**src/rtl/sdl_pkg.sv**
```systemverilog
package sdl_pkg;

  // Turn of the single memory port in the coming cycle.
  typedef enum logic {
    TURN_READ  = 1'b0,
    TURN_WRITE = 1'b1
  } turn_e;

  // Address width for a memory of the given word count (at least one bit).
  function automatic int unsigned addr_bits(int unsigned words);
    return (words > 1) ? $clog2(words) : 1;
  endfunction

endpackage

```
**src/rtl/sdl_ctrl.sv**
```systemverilog
module sdl_ctrl
  import sdl_pkg::*;
#(
  parameter int unsigned DEPTH = 8,
  parameter int unsigned AW    = 3
) (
  input  logic          clk,
  input  logic          rst,
  output logic          rd_en,
  output logic          wr_en,
  output logic [AW-1:0] addr,
  output logic          blank
);

  localparam logic [AW-1:0] LAST = AW'(DEPTH - 1);

  turn_e turn_q;
  logic  primed_q;

  // Port turn flips every cycle; the first cycle after reset is a read.
  always_ff @(posedge clk) begin
    if (rst) turn_q <= TURN_READ;
    else     turn_q <= (turn_q == TURN_READ) ? TURN_WRITE : TURN_READ;
  end

  assign rd_en = (turn_q == TURN_READ)  && !rst;
  assign wr_en = (turn_q == TURN_WRITE) && !rst;

  // One address per sample pair; it advances after the write of the pair.
  always_ff @(posedge clk) begin
    if (rst)        addr <= '0;
    else if (wr_en) addr <= (addr == LAST) ? '0 : addr + AW'(1);
  end

  // Every location has been written once after the last write of pass one.
  always_ff @(posedge clk) begin
    if (rst)                         primed_q <= 1'b0;
    else if (wr_en && addr == LAST)  primed_q <= 1'b1;
  end

  assign blank = !primed_q;

  assert_port_exclusive_R4: assert property (@(posedge clk) disable iff (rst)
    !(rd_en && wr_en));

  assert_read_then_write_R4: assert property (@(posedge clk) disable iff (rst)
    rd_en |=> wr_en);

  assert_write_then_read_R4: assert property (@(posedge clk) disable iff (rst)
    wr_en |=> rd_en);

  assert_addr_in_range_R5: assert property (@(posedge clk) disable iff (rst)
    addr <= LAST);

  assert_same_addr_R5: assert property (@(posedge clk) disable iff (rst)
    rd_en |=> (addr == $past(addr)));

endmodule

```
**src/rtl/sdl_pack.sv**
```systemverilog
module sdl_pack #(
  parameter int unsigned W = 16
) (
  input  logic           clk,
  input  logic           rst,
  input  logic           rd_en,
  input  logic           wr_en,
  input  logic [W-1:0]   din,
  output logic [2*W-1:0] wdata
);

  logic [W-1:0] older_q;

  // The older sample of a pair arrives on the read turn and waits one cycle.
  always_ff @(posedge clk) begin
    if (rst)        older_q <= '0;
    else if (rd_en) older_q <= din;
  end

  assign wdata = {din, older_q};

  assert_pair_order_R3: assert property (@(posedge clk) disable iff (rst)
    wr_en |-> (wdata[W-1:0] == $past(din)) && (wdata[2*W-1:W] == din));

endmodule

```
**src/rtl/sdl_spram.sv**
```systemverilog
module sdl_spram #(
  parameter int unsigned DW    = 32,
  parameter int unsigned DEPTH = 8,
  parameter int unsigned AW    = 3
) (
  input  logic          clk,
  input  logic          rst,
  input  logic          rd_en,
  input  logic          wr_en,
  input  logic [AW-1:0] addr,
  input  logic [DW-1:0] wdata,
  input  logic          blank,
  output logic [DW-1:0] rdata
);

  logic [DW-1:0] mem [DEPTH];

  // Single port: write turn.
  always_ff @(posedge clk) begin
    if (wr_en) mem[addr] <= wdata;
  end

  // Single port: read turn, registered output. Unwritten words read as zero.
  always_ff @(posedge clk) begin
    if (rst)        rdata <= '0;
    else if (rd_en) rdata <= blank ? '0 : mem[addr];
  end

endmodule

```
**src/rtl/sdl_unpack.sv**
```systemverilog
module sdl_unpack #(
  parameter int unsigned W = 16
) (
  input  logic           clk,
  input  logic           rst,
  input  logic           show_hi,
  input  logic [2*W-1:0] word,
  output logic [W-1:0]   dout
);

  assign dout = show_hi ? word[2*W-1:W] : word[W-1:0];

  assert_hold_pair_R6: assert property (@(posedge clk) disable iff (rst)
    ($rose(show_hi) && !$past(rst)) |-> $stable(word));

endmodule

```
**src/rtl/sp_delay_line.sv**
```systemverilog
module sp_delay_line
  import sdl_pkg::*;
#(
  parameter int unsigned W = 16,
  parameter int unsigned N = 16
) (
  input  logic         clk,
  input  logic         rst,
  input  logic [W-1:0] din,
  output logic [W-1:0] dout
);

  localparam int unsigned DEPTH = N / 2;
  localparam int unsigned AW    = addr_bits(DEPTH);
  localparam int unsigned ZW    = $clog2(N + 2);

  logic           rd_en;
  logic           wr_en;
  logic           blank;
  logic [AW-1:0]  addr;
  logic [2*W-1:0] wdata;
  logic [2*W-1:0] rword;

  sdl_ctrl #(.DEPTH(DEPTH), .AW(AW)) u_ctrl (
    .clk   (clk),
    .rst   (rst),
    .rd_en (rd_en),
    .wr_en (wr_en),
    .addr  (addr),
    .blank (blank)
  );

  sdl_pack #(.W(W)) u_pack (
    .clk   (clk),
    .rst   (rst),
    .rd_en (rd_en),
    .wr_en (wr_en),
    .din   (din),
    .wdata (wdata)
  );

  sdl_spram #(.DW(2*W), .DEPTH(DEPTH), .AW(AW)) u_mem (
    .clk   (clk),
    .rst   (rst),
    .rd_en (rd_en),
    .wr_en (wr_en),
    .addr  (addr),
    .wdata (wdata),
    .blank (blank),
    .rdata (rword)
  );

  // After a write turn the high half is due; after a read turn the low half.
  sdl_unpack #(.W(W)) u_unpack (
    .clk     (clk),
    .rst     (rst),
    .show_hi (rd_en),
    .word    (rword),
    .dout    (dout)
  );

  // Counts edges since reset release, saturating one past N.
  logic [ZW-1:0] since_rst_q;
  always_ff @(posedge clk) begin
    if (rst)                             since_rst_q <= '0;
    else if (since_rst_q != ZW'(N + 1))  since_rst_q <= since_rst_q + ZW'(1);
  end

  assert_zero_fill_R1: assert property (@(posedge clk) disable iff (rst)
    (since_rst_q <= ZW'(N)) |-> (dout == '0));

endmodule

```
**config.mk**
```make
export PLATFORM = sky130hd
export DESIGN_NAME = sp_delay_line
export DESIGN_NICKNAME = d
export VERILOG_FILES = /design/src/rtl/sdl_pkg.sv /design/src/rtl/sdl_ctrl.sv /design/src/rtl/sdl_pack.sv /design/src/rtl/sdl_spram.sv /design/src/rtl/sdl_unpack.sv /design/src/rtl/sp_delay_line.sv
export SDC_FILE = /design/constraint.sdc
export NUM_CORES = 1
export LEC_CHECK = 0
export BUFFER_PORTS_ARGS = -buffer_cell sky130_fd_sc_hd__clkbuf_2
export CAP_MARGIN = 30
export CORE_AREA = 10 10 151 153
export DETAILED_ROUTE_END_ITERATION = 8
export DIE_AREA = 0 0 161 163
export GPL_TIMING_DRIVEN = 0
export PLACE_DENSITY = 0.87
export SLEW_MARGIN = 20
export SYNTH_ARGS = -nofsm -noshare
export SYNTH_HDL_FRONTEND = slang
export SYNTH_HIERARCHICAL = 1
export SYNTH_SLANG_ARGS = --single-unit
```
**constraint.sdc**
```tcl
create_clock -name clk -period 4.8 [get_ports clk]
set_clock_uncertainty 0.2 [all_clocks]
set_input_delay 0.96 -clock clk [delete_from_list [all_inputs] [get_ports clk]]
set_output_delay 0.96 -clock clk [all_outputs]
set_load 0.005 [all_outputs]
```
==> impl_metrics.env, run 1 <==
export IMPL_viasPerCell=6.08
export IMPL_crit_slowest_cell="nor2_1"
export IMPL_numPortBuffers=33
export IMPL_die_y_um=163
export IMPL_vias=6738
export IMPL_status="complete, no violations"
export IMPL_setup_viol=0
export IMPL_path_clk_slew_ns=0.06
export IMPL_start_util=0.598
export IMPL_syn_area_um2=11900
export IMPL_synth_top_area_share=0.646
export IMPL_grt_max_degree=22
export IMPL_hold_buffers=0
export IMPL_max_freq_mhz=288
export IMPL_layout_commonest_cell="edfxtp_1"
export IMPL_place_congestion=0.817
export IMPL_ys_seq_elements=309
export IMPL_synth_top_cells_by_area="edfxtp_1 (65%), mux2i_1 (12%), dfxtp_1 (8.9%)"
export IMPL_diodes=0
export IMPL_fillers=1242
export IMPL_ios=34
export IMPL_cap_violations=0
export IMPL_cp_num_buf_inv=4
export IMPL_cts_root_buf="clkbuf_16"
export IMPL_worstPathRequired_ns=3.64
export IMPL_drt_iter0_drc=681
export IMPL_p_per_area_nw_per_um2=408
export IMPL_routed_wirelength_um=27100
export IMPL_yosysWarnings=6
export IMPL_synth_top_cell_by_area="edfxtp_1"
export IMPL_first_global_vias=6762
export IMPL_area_delta_synth_final_pct=14.3
export IMPL_h_tree_depth=1
export IMPL_grt_overflow_total=0
export IMPL_postCtsSetupRepairBufs=0
export IMPL_grt_first_pass_wirelength_um=40400
export IMPL_end_kind="output pin"
export IMPL_finalHoldViolations=0
export IMPL_drc=0
export IMPL_dpl_instance_area_um2=12700
export IMPL_final_nets=837
export IMPL_design_area_um2=13600
export IMPL_worstHoldPathType="reg -> reg"
export IMPL_antenna_found_initial=0
export IMPL_finalPower_mw=5.56
export IMPL_die_area_um2=26200
export IMPL_timing_critical_path_slowest_cell_delay_ns=0.32
export IMPL_critical_path_class="in -> out"
export IMPL_whs_ns=0.244
export IMPL_ant_nets=0
export IMPL_synth_avg_cell_area_um2=16.1
export IMPL_drt_first_pass_iters=5
export IMPL_cp_arrival_ns=2.31
export IMPL_rows=52
export IMPL_place_inst=1056
export IMPL_postSynthCellCount=739
export IMPL_crit_path_start_kind="primary input"
export IMPL_tritoncts="built"
export IMPL_synth_seq_area_share=0.735
export IMPL_worst_pin_slew_ns=0.816
export IMPL_fin_crit_ns=3.47
export IMPL_die_x_um=161
export IMPL_p_leak_nw=4.65
export IMPL_grt_total_usage=0.201
export IMPL_cts_max_path_buffers=3
export IMPL_cts_buffers=29
export IMPL_critPathMostFrequentCell="clkbuf_2"
export IMPL_syn_nets=759
export IMPL_cts_sinks=309
export IMPL_relSlewSlack=0.454
export IMPL_synth_cell_types=25
export IMPL_cts_resized=0
export IMPL_cp_max_fo=10
export IMPL_mostFrequentLayoutCells="edfxtp_1 (256), mux2i_1 (145), o22ai_1 (64)"
export IMPL_avgRoutedWirePerCell_um=24.4
export IMPL_finalCritPeriodShare=0.723
export IMPL_final_cells=1109
export IMPL_core_area_um2=19900
export IMPL_fin_tns_setup_ns=0
export IMPL_rsz0062_at_grt="no"
export IMPL_crit_chain="clkbuf_2 > nor2_1 > buf_6 > buf_12 > mux2_4 > clkbuf_2"
export IMPL_cpLargestDelayFamily="buffers and inverters"
export IMPL_clock_latency_ns=0.54
export IMPL_drive_above_1_share=0.188
export IMPL_dp_hpwl_um=17300
export IMPL_slew_violations=0
export IMPL_max_vdd_ir_drop_mv=0.337
per-layer routing:
metal,part of all wire,GRT usage,routed length [um],vias up
li1,-,-,-,2957
met1,0.39,0.263,10500,3338
met2,0.49,0.332,13300,373
met3,0.092,0.0364,2490,70
met4,0.030,0.0732,819,0
met5,0,0,0,-
worst min-delay path, stage by stage, from the launching register on:
cell	delay [ns]
dfxtp_1	0.31
nand2_1	0.05
o21ai_1	0.05
per-stage QoR:
stage / util / worst slack (ns)
4_1_cts: 0.684 / 1.32
3_5_place_dp: 0.636 / 1.33
6_report: 0.684 / 1.33
3_3_place_gp: 0.623 / -1.38
5_1_grt: 0.684 / 1.24
2_1_floorplan: - / 0.759
synth_stat cells:
library cell and count:
edfxtp_1 256, mux2i_1 145, o22ai_1 64, nor2_1 61
dfxtp_1 53, nand2_1 36, o21ai_1 32, buf_4 25
clkbuf_1 14, mux2_4 10, buf_6 8, mux2_2 6
nand2b_1 6, buf_2 5, buf_1 3, buf_12 3
a21oi_1 2, ha_1 2, nor3_1 2, a21o_1 1
inv_1 1, nand3b_1 1, nor2b_4 1, nor3b_2 1
or2_1 1
path summary, 6_finish.rpt:
path                                   to  cells past startpoint                    startpoint  slack, ns
max                               dout[5]                      6                           rst       1.33
min          u_mem/rdata[19]$_SDFFE_PP0P_                      2  u_mem/rdata[19]$_SDFFE_PP0P_       0.24
max reg2reg     u_mem/mem[1][9]$_DFFE_PP_                      5   u_ctrl/addr[0]$_SDFFE_PP0P_       2.27
min reg2reg  u_mem/rdata[19]$_SDFFE_PP0P_                      2  u_mem/rdata[19]$_SDFFE_PP0P_       0.24
area by class of cell:
| type | instances | area (um2) | area share |
|---|---|---|---|
| well taps | 270 | 338 | 0.0248 |
| flip-flops and latches | 309 | 8750 | 0.643 |
| plain buffers | 58 | 427 | 0.0314 |
| repair buffers | 47 | 370 | 0.0272 |
| clock inverters | 20 | 201 | 0.0148 |
| multi-input cells | 371 | 2780 | 0.204 |
| clock buffers | 33 | 741 | 0.0544 |
| inverters | 1 | 3.75 | 0.000276 |
state kept, by name, indices dropped and copies added (netlist names):
name / cells
u_mem/rdata: 32
u_ctrl/addr: 3
u_ctrl/primed_q: 1
u_mem/mem: 256
u_ctrl/turn_q: 1
u_pack/older_q: 16
cells by family after synthesis:
group,share of synthesized area
flops,0.735
mux,0.140
simple gates,0.0379
compound gates,0.0486
buf+inv,0.0362
fa+ha+maj,0.00210
power by group:
part           internal [mW]  switching, mW  leakage [nW]
Combinational          0.137          0.204          1.43
Clock                   1.32          0.939         0.458
Sequential              2.93         0.0252          2.76
Total                   4.39           1.17          4.65
(Power assumes the default switching activity.)
==> inputs of run 2 (changes only) <==
==> constraint.sdc (replaced) <==
create_clock -name clk -period 3.2 [get_ports clk]
set_clock_uncertainty 0.2 [all_clocks]
set_input_delay 0.64 -clock clk [delete_from_list [all_inputs] [get_ports clk]]
set_output_delay 0.64 -clock clk [all_outputs]
set_load 0.005 [all_outputs]
==> run 2 against run 1 <==
Against the previous run: combinational power grew 54%; via count grew 1.0%; global-route usage grew 0.41 points; sequential share of layout area fell by 0.16 points; critical path type is now reg -> out; critical endpoint is now dout[14].
==> impl_metrics.env, run 2 (synthesis results as in run 1) <==
export IMPL_status="complete, no violations"
export IMPL_slew_violations=0
export IMPL_grt_overflow_total=0
export IMPL_rows=52
export IMPL_first_global_vias=7024
export IMPL_viasPerCell=6.13
export IMPL_cp_max_fo=10
export IMPL_finalCritPeriodShare=0.930
export IMPL_finalPower_mw=8.23
export IMPL_grt_first_pass_wirelength_um=41100
export IMPL_drive_above_1_share=0.185
export IMPL_worstPathRequired_ns=2.36
export IMPL_fin_crit_ns=2.98
export IMPL_final_nets=836
export IMPL_cts_resized=0
export IMPL_cts_sinks=309
export IMPL_worstHoldPathType="in -> reg"
export IMPL_vias=6808
export IMPL_cts_max_path_buffers=3
export IMPL_h_tree_depth=1
export IMPL_cts_buffers=30
export IMPL_drc=0
export IMPL_drt_first_pass_iters=6
export IMPL_clock_latency_ns=0.54
export IMPL_p_leak_nw=4.65
export IMPL_cap_violations=0
export IMPL_routed_wirelength_um=27400
export IMPL_whs_ns=0.180
export IMPL_crit_slowest_cell="mux2_4"
export IMPL_layout_commonest_cell="edfxtp_1"
export IMPL_fin_util=0.685
export IMPL_reg_top3="u_mem/mem: 256 flops, u_mem/rdata: 32 flops, u_pack/older_q: 16 flops"
export IMPL_area_delta_synth_final_pct=14.6
export IMPL_cts_root_buf="clkbuf_16"
export IMPL_postCtsSetupRepairBufs=0
export IMPL_relSlewSlack=0.432
export IMPL_numPortBuffers=33
export IMPL_final_cells=1110
export IMPL_tritoncts="built"
export IMPL_drt_iter0_drc=731
export IMPL_mostFrequentLayoutCells="edfxtp_1 (256), mux2i_1 (145), o22ai_1 (64)"
export IMPL_end_kind="output pin"
export IMPL_grt_max_degree=20
export IMPL_place_inst=1054
export IMPL_dp_hpwl_um=17300
export IMPL_core_area_um2=19900
export IMPL_die_x_um=161
export IMPL_largest_reg_flops=256
export IMPL_start_util=0.598
export IMPL_rsz0062_at_grt="no"
export IMPL_grt_total_usage=0.205
export IMPL_place_congestion=0.809
export IMPL_cp_arrival_ns=2.14
export IMPL_ant_nets=0
export IMPL_largest_register="u_mem/mem"
export IMPL_setup_viol=0
export IMPL_crit_chain="buf_4 > nor2_1 > buf_6 > buf_12 > mux2_4 > clkbuf_2"
export IMPL_die_y_um=163
export IMPL_antenna_found_initial=0
export IMPL_worst_pin_slew_ns=0.851
export IMPL_max_freq_mhz=336
export IMPL_max_vdd_ir_drop_mv=0.553
export IMPL_die_area_um2=26200
export IMPL_crit_path_start_kind="register"
export IMPL_path_clk_slew_ns=0.06
export IMPL_timing_critical_path_slowest_cell_delay_ns=0.33
export IMPL_finalHoldViolations=0
export IMPL_critical_path_class="reg -> out"
export IMPL_diodes=0
export IMPL_hold_buffers=0
export IMPL_avgRoutedWirePerCell_um=24.7
export IMPL_p_per_area_nw_per_um2=603
export IMPL_ios=34
[run 2: report_power, final]
group,switching [mW],internal [mW]
clock network,1.39,1.87
logic,0.315,0.208
registers,0.0391,4.40
total,1.75,6.48
[run 2: critical path: cells and delay by family, from the launching register on]
family	cells	cell delay [ns]
buf+inv	4	0.66
flops	1	0.30
mux	1	0.33
simple gates	1	0.31
[run 2: per-stage QoR]
step / setup slack (ns) / TNS (ns) / area (um2)
4_1_cts: 0.231 / 0 / 13600
3_5_place_dp: 0.390 / 0 / 12700
2_1_floorplan: 0.336 / 0 / 11900
3_3_place_gp: -1.23 / -285.49 / 12400
6_report: 0.223 / 0 / 13600
5_1_grt: 0.170 / 0 / 13600
[run 2: worst paths after layout]
kind	from	end	slack (ns)	cells past startpoint
worst max-delay path	u_ctrl/turn_q$_SDFF_PP0_	dout[14]	0.22	6
worst min-delay path	din[4]	u_pack/older_q[4]$_SDFFE_PP0P_	0.18	3
worst max register to register	u_ctrl/addr[0]$_SDFFE_PP0P_	u_mem/mem[5][12]$_DFFE_PP_	0.60	5
worst min register to register	u_mem/rdata[6]$_SDFFE_PP0P_	u_mem/rdata[6]$_SDFFE_PP0P_	0.25	2
[run 2: cell type report]
type / count / area (um2)
sequential: 309 / 8750
fill: 1250 / 6270
clock inverter: 15 / 108
clock buffer: 41 / 822
buffer: 58 / 427
timing repair buffer: 45 / 405
tap: 270 / 338
inverter: 1 / 3.75
multi-input combinational: 371 / 2790
[run 2: routing by layer]
layer  GRT usage  routed length (um)
met1       0.246               10000
met2       0.357               13800
met3      0.0412                2550
met4      0.0840                1010
met5           0                   0
==> inputs of run 3 (changes only) <==
--- a/config.mk
+++ b/config.mk
@@ -12,6 +12,7 @@
 export DIE_AREA = 0 0 161 163
 export GPL_TIMING_DRIVEN = 0
 export PLACE_DENSITY = 0.87
+export RECOVER_POWER = 50
 export SLEW_MARGIN = 20
 export SYNTH_ARGS = -nofsm -noshare
 export SYNTH_HDL_FRONTEND = slang
==> run 3 against run 2 <==
Against the previous run: sequential cell count is the same; non-clock buffer count unchanged; count of clock-buffer cells in the layout unchanged; sequential power about the same; clock power barely moved; total power decreased by 0.22%; worst hold slack gained 0.020 ns; via count is 0.22% higher; routed wire length rose by 0.44%; combinational power shrank 4%; critical path depth unchanged; highest routed layer unchanged.
==> impl_metrics.env, run 3 (synthesis results as in run 1) <==
export IMPL_cts_max_path_buffers=3
export IMPL_slew_violations=0
export IMPL_largest_register="u_mem/mem"
export IMPL_cap_violations=0
export IMPL_cp_arrival_ns=2.10
export IMPL_finalPower_mw=8.21
export IMPL_h_tree_depth=1
export IMPL_cts_buffers=30
export IMPL_antenna_found_initial=0
export IMPL_largest_reg_flops=256
export IMPL_diodes=0
export IMPL_whs_ns=0.200
export IMPL_clock_latency_ns=0.55
export IMPL_max_vdd_ir_drop_mv=0.548
export IMPL_p_per_area_nw_per_um2=608
export IMPL_fillers=1289
export IMPL_layout_commonest_cell="edfxtp_1"
export IMPL_cp_num_buf_inv=4
export IMPL_fin_tns_setup_ns=0
export IMPL_grt_first_pass_wirelength_um=41100
export IMPL_finalHoldViolations=0
export IMPL_dp_hpwl_um=17300
export IMPL_setup_viol=0
export IMPL_cts_resized=0
export IMPL_viasPerCell=6.15
export IMPL_numPortBuffers=33
export IMPL_finalCritPeriodShare=0.918
export IMPL_avgRoutedWirePerCell_um=24.8
export IMPL_grt_max_degree=20
export IMPL_cts_sinks=309
export IMPL_cts_root_buf="clkbuf_16"
export IMPL_place_congestion=0.809
export IMPL_ios=34
export IMPL_crit_path_start_kind="register"
export IMPL_final_nets=836
export IMPL_worst_pin_slew_ns=0.883
export IMPL_mostFrequentLayoutCells="edfxtp_1 (256), mux2i_1 (145), o22ai_1 (64)"
export IMPL_reg_top3="u_mem/mem: 256 flops, u_mem/rdata: 32 flops, u_pack/older_q: 16 flops"
export IMPL_rsz0062_at_grt="no"
export IMPL_drive_above_1_share=0.139
export IMPL_grt_total_usage=0.205
export IMPL_critical_path_class="reg -> out"
export IMPL_cp_max_fo=10
export IMPL_grt_overflow_total=0
export IMPL_path_clk_slew_ns=0.06
export IMPL_drc=0
export IMPL_worstHoldPathType="in -> reg"
export IMPL_hold_buffers=0
export IMPL_fin_crit_ns=2.94
export IMPL_die_area_um2=26200
export IMPL_die_x_um=161
export IMPL_tritoncts="built"
export IMPL_core_area_um2=19900
export IMPL_area_delta_synth_final_pct=13.5
export IMPL_routed_wirelength_um=27500
export IMPL_die_y_um=163
export IMPL_end_kind="output pin"
export IMPL_start_util=0.598
export IMPL_drt_first_pass_iters=6
export IMPL_p_leak_nw=4.52
export IMPL_cpLargestDelayFamily="buffers and inverters"
export IMPL_worstPathRequired_ns=2.36
export IMPL_crit_slowest_cell="mux2_4"
export IMPL_drt_iter0_drc=714
export IMPL_relSlewSlack=0.411
export IMPL_rows=52
export IMPL_timing_critical_path_slowest_cell_delay_ns=0.32
export IMPL_vias=6823
export IMPL_first_global_vias=7024
export IMPL_max_freq_mhz=341
export IMPL_ant_nets=0
export IMPL_crit_chain="buf_4 > nor2_1 > buf_6 > buf_12 > mux2_4 > clkbuf_2"
export IMPL_postCtsSetupRepairBufs=0
export IMPL_status="complete, no violations"
## run 3: layer usage
layer	GRT usage	up-vias	wire, um
li1	-	2945	-
met1	0.246	3370	10100
met2	0.357	422	13900
met3	0.0412	86	2560
met4	0.0840	0	992
met5	0	-	0
## run 3: worst reg2reg max path, stage by stage, from the launching register on
cell and delay [ns]:
dfxtp_1 0.30, buf_4 0.15, nor2_1 0.27, clkbuf_1 0.56, clkbuf_1 0.69, mux2i_1 0.30
nor2_1 0.06
## run 3: final cells by class
| cell class | instances | area [um2] | area share |
|---|---|---|---|
| plain buffers | 58 | 328 | 0.0243 |
| inverters | 1 | 3.75 | 0.000278 |
| multi-input cells | 371 | 2770 | 0.205 |
| flip-flops and latches | 309 | 8750 | 0.648 |
| clock inverters | 15 | 108 | 0.00797 |
| well taps | 270 | 338 | 0.0250 |
| repair buffers | 45 | 385 | 0.0285 |
| clock buffers | 41 | 822 | 0.0609 |
## run 3: worst paths after layout
kind                                     from                         endpoint  slack, ns  depth (start not counted)
hold reg to reg   u_mem/rdata[6]$_SDFFE_PP0P_      u_mem/rdata[6]$_SDFFE_PP0P_       0.25                          2
setup reg to reg     u_ctrl/turn_q$_SDFF_PP0_  u_pack/older_q[14]$_SDFFE_PP0P_       0.55                          6
setup / recovery     u_ctrl/turn_q$_SDFF_PP0_                          dout[4]       0.26                          6
hold / removal                            rst      u_ctrl/addr[1]$_SDFFE_PP0P_       0.20                          2
## run 3: power by group
part / leakage [nW] / internal [mW] / switching [mW]
logic: 1.30 / 0.189 / 0.314
registers: 2.76 / 4.40 / 0.0393
clock network: 0.457 / 1.87 / 1.39
## run 3: stage by stage
step	utilization	area, um2	instances	setup slack, ns
floorplan	-	11900	739	0.336
global placement	0.624	12400	1042	-1.23
detailed placement	0.639	12700	1054	0.390
CTS	0.685	13600	1110	0.231
global route	0.678	13500	1110	0.209
finish	0.678	13500	1110	0.264
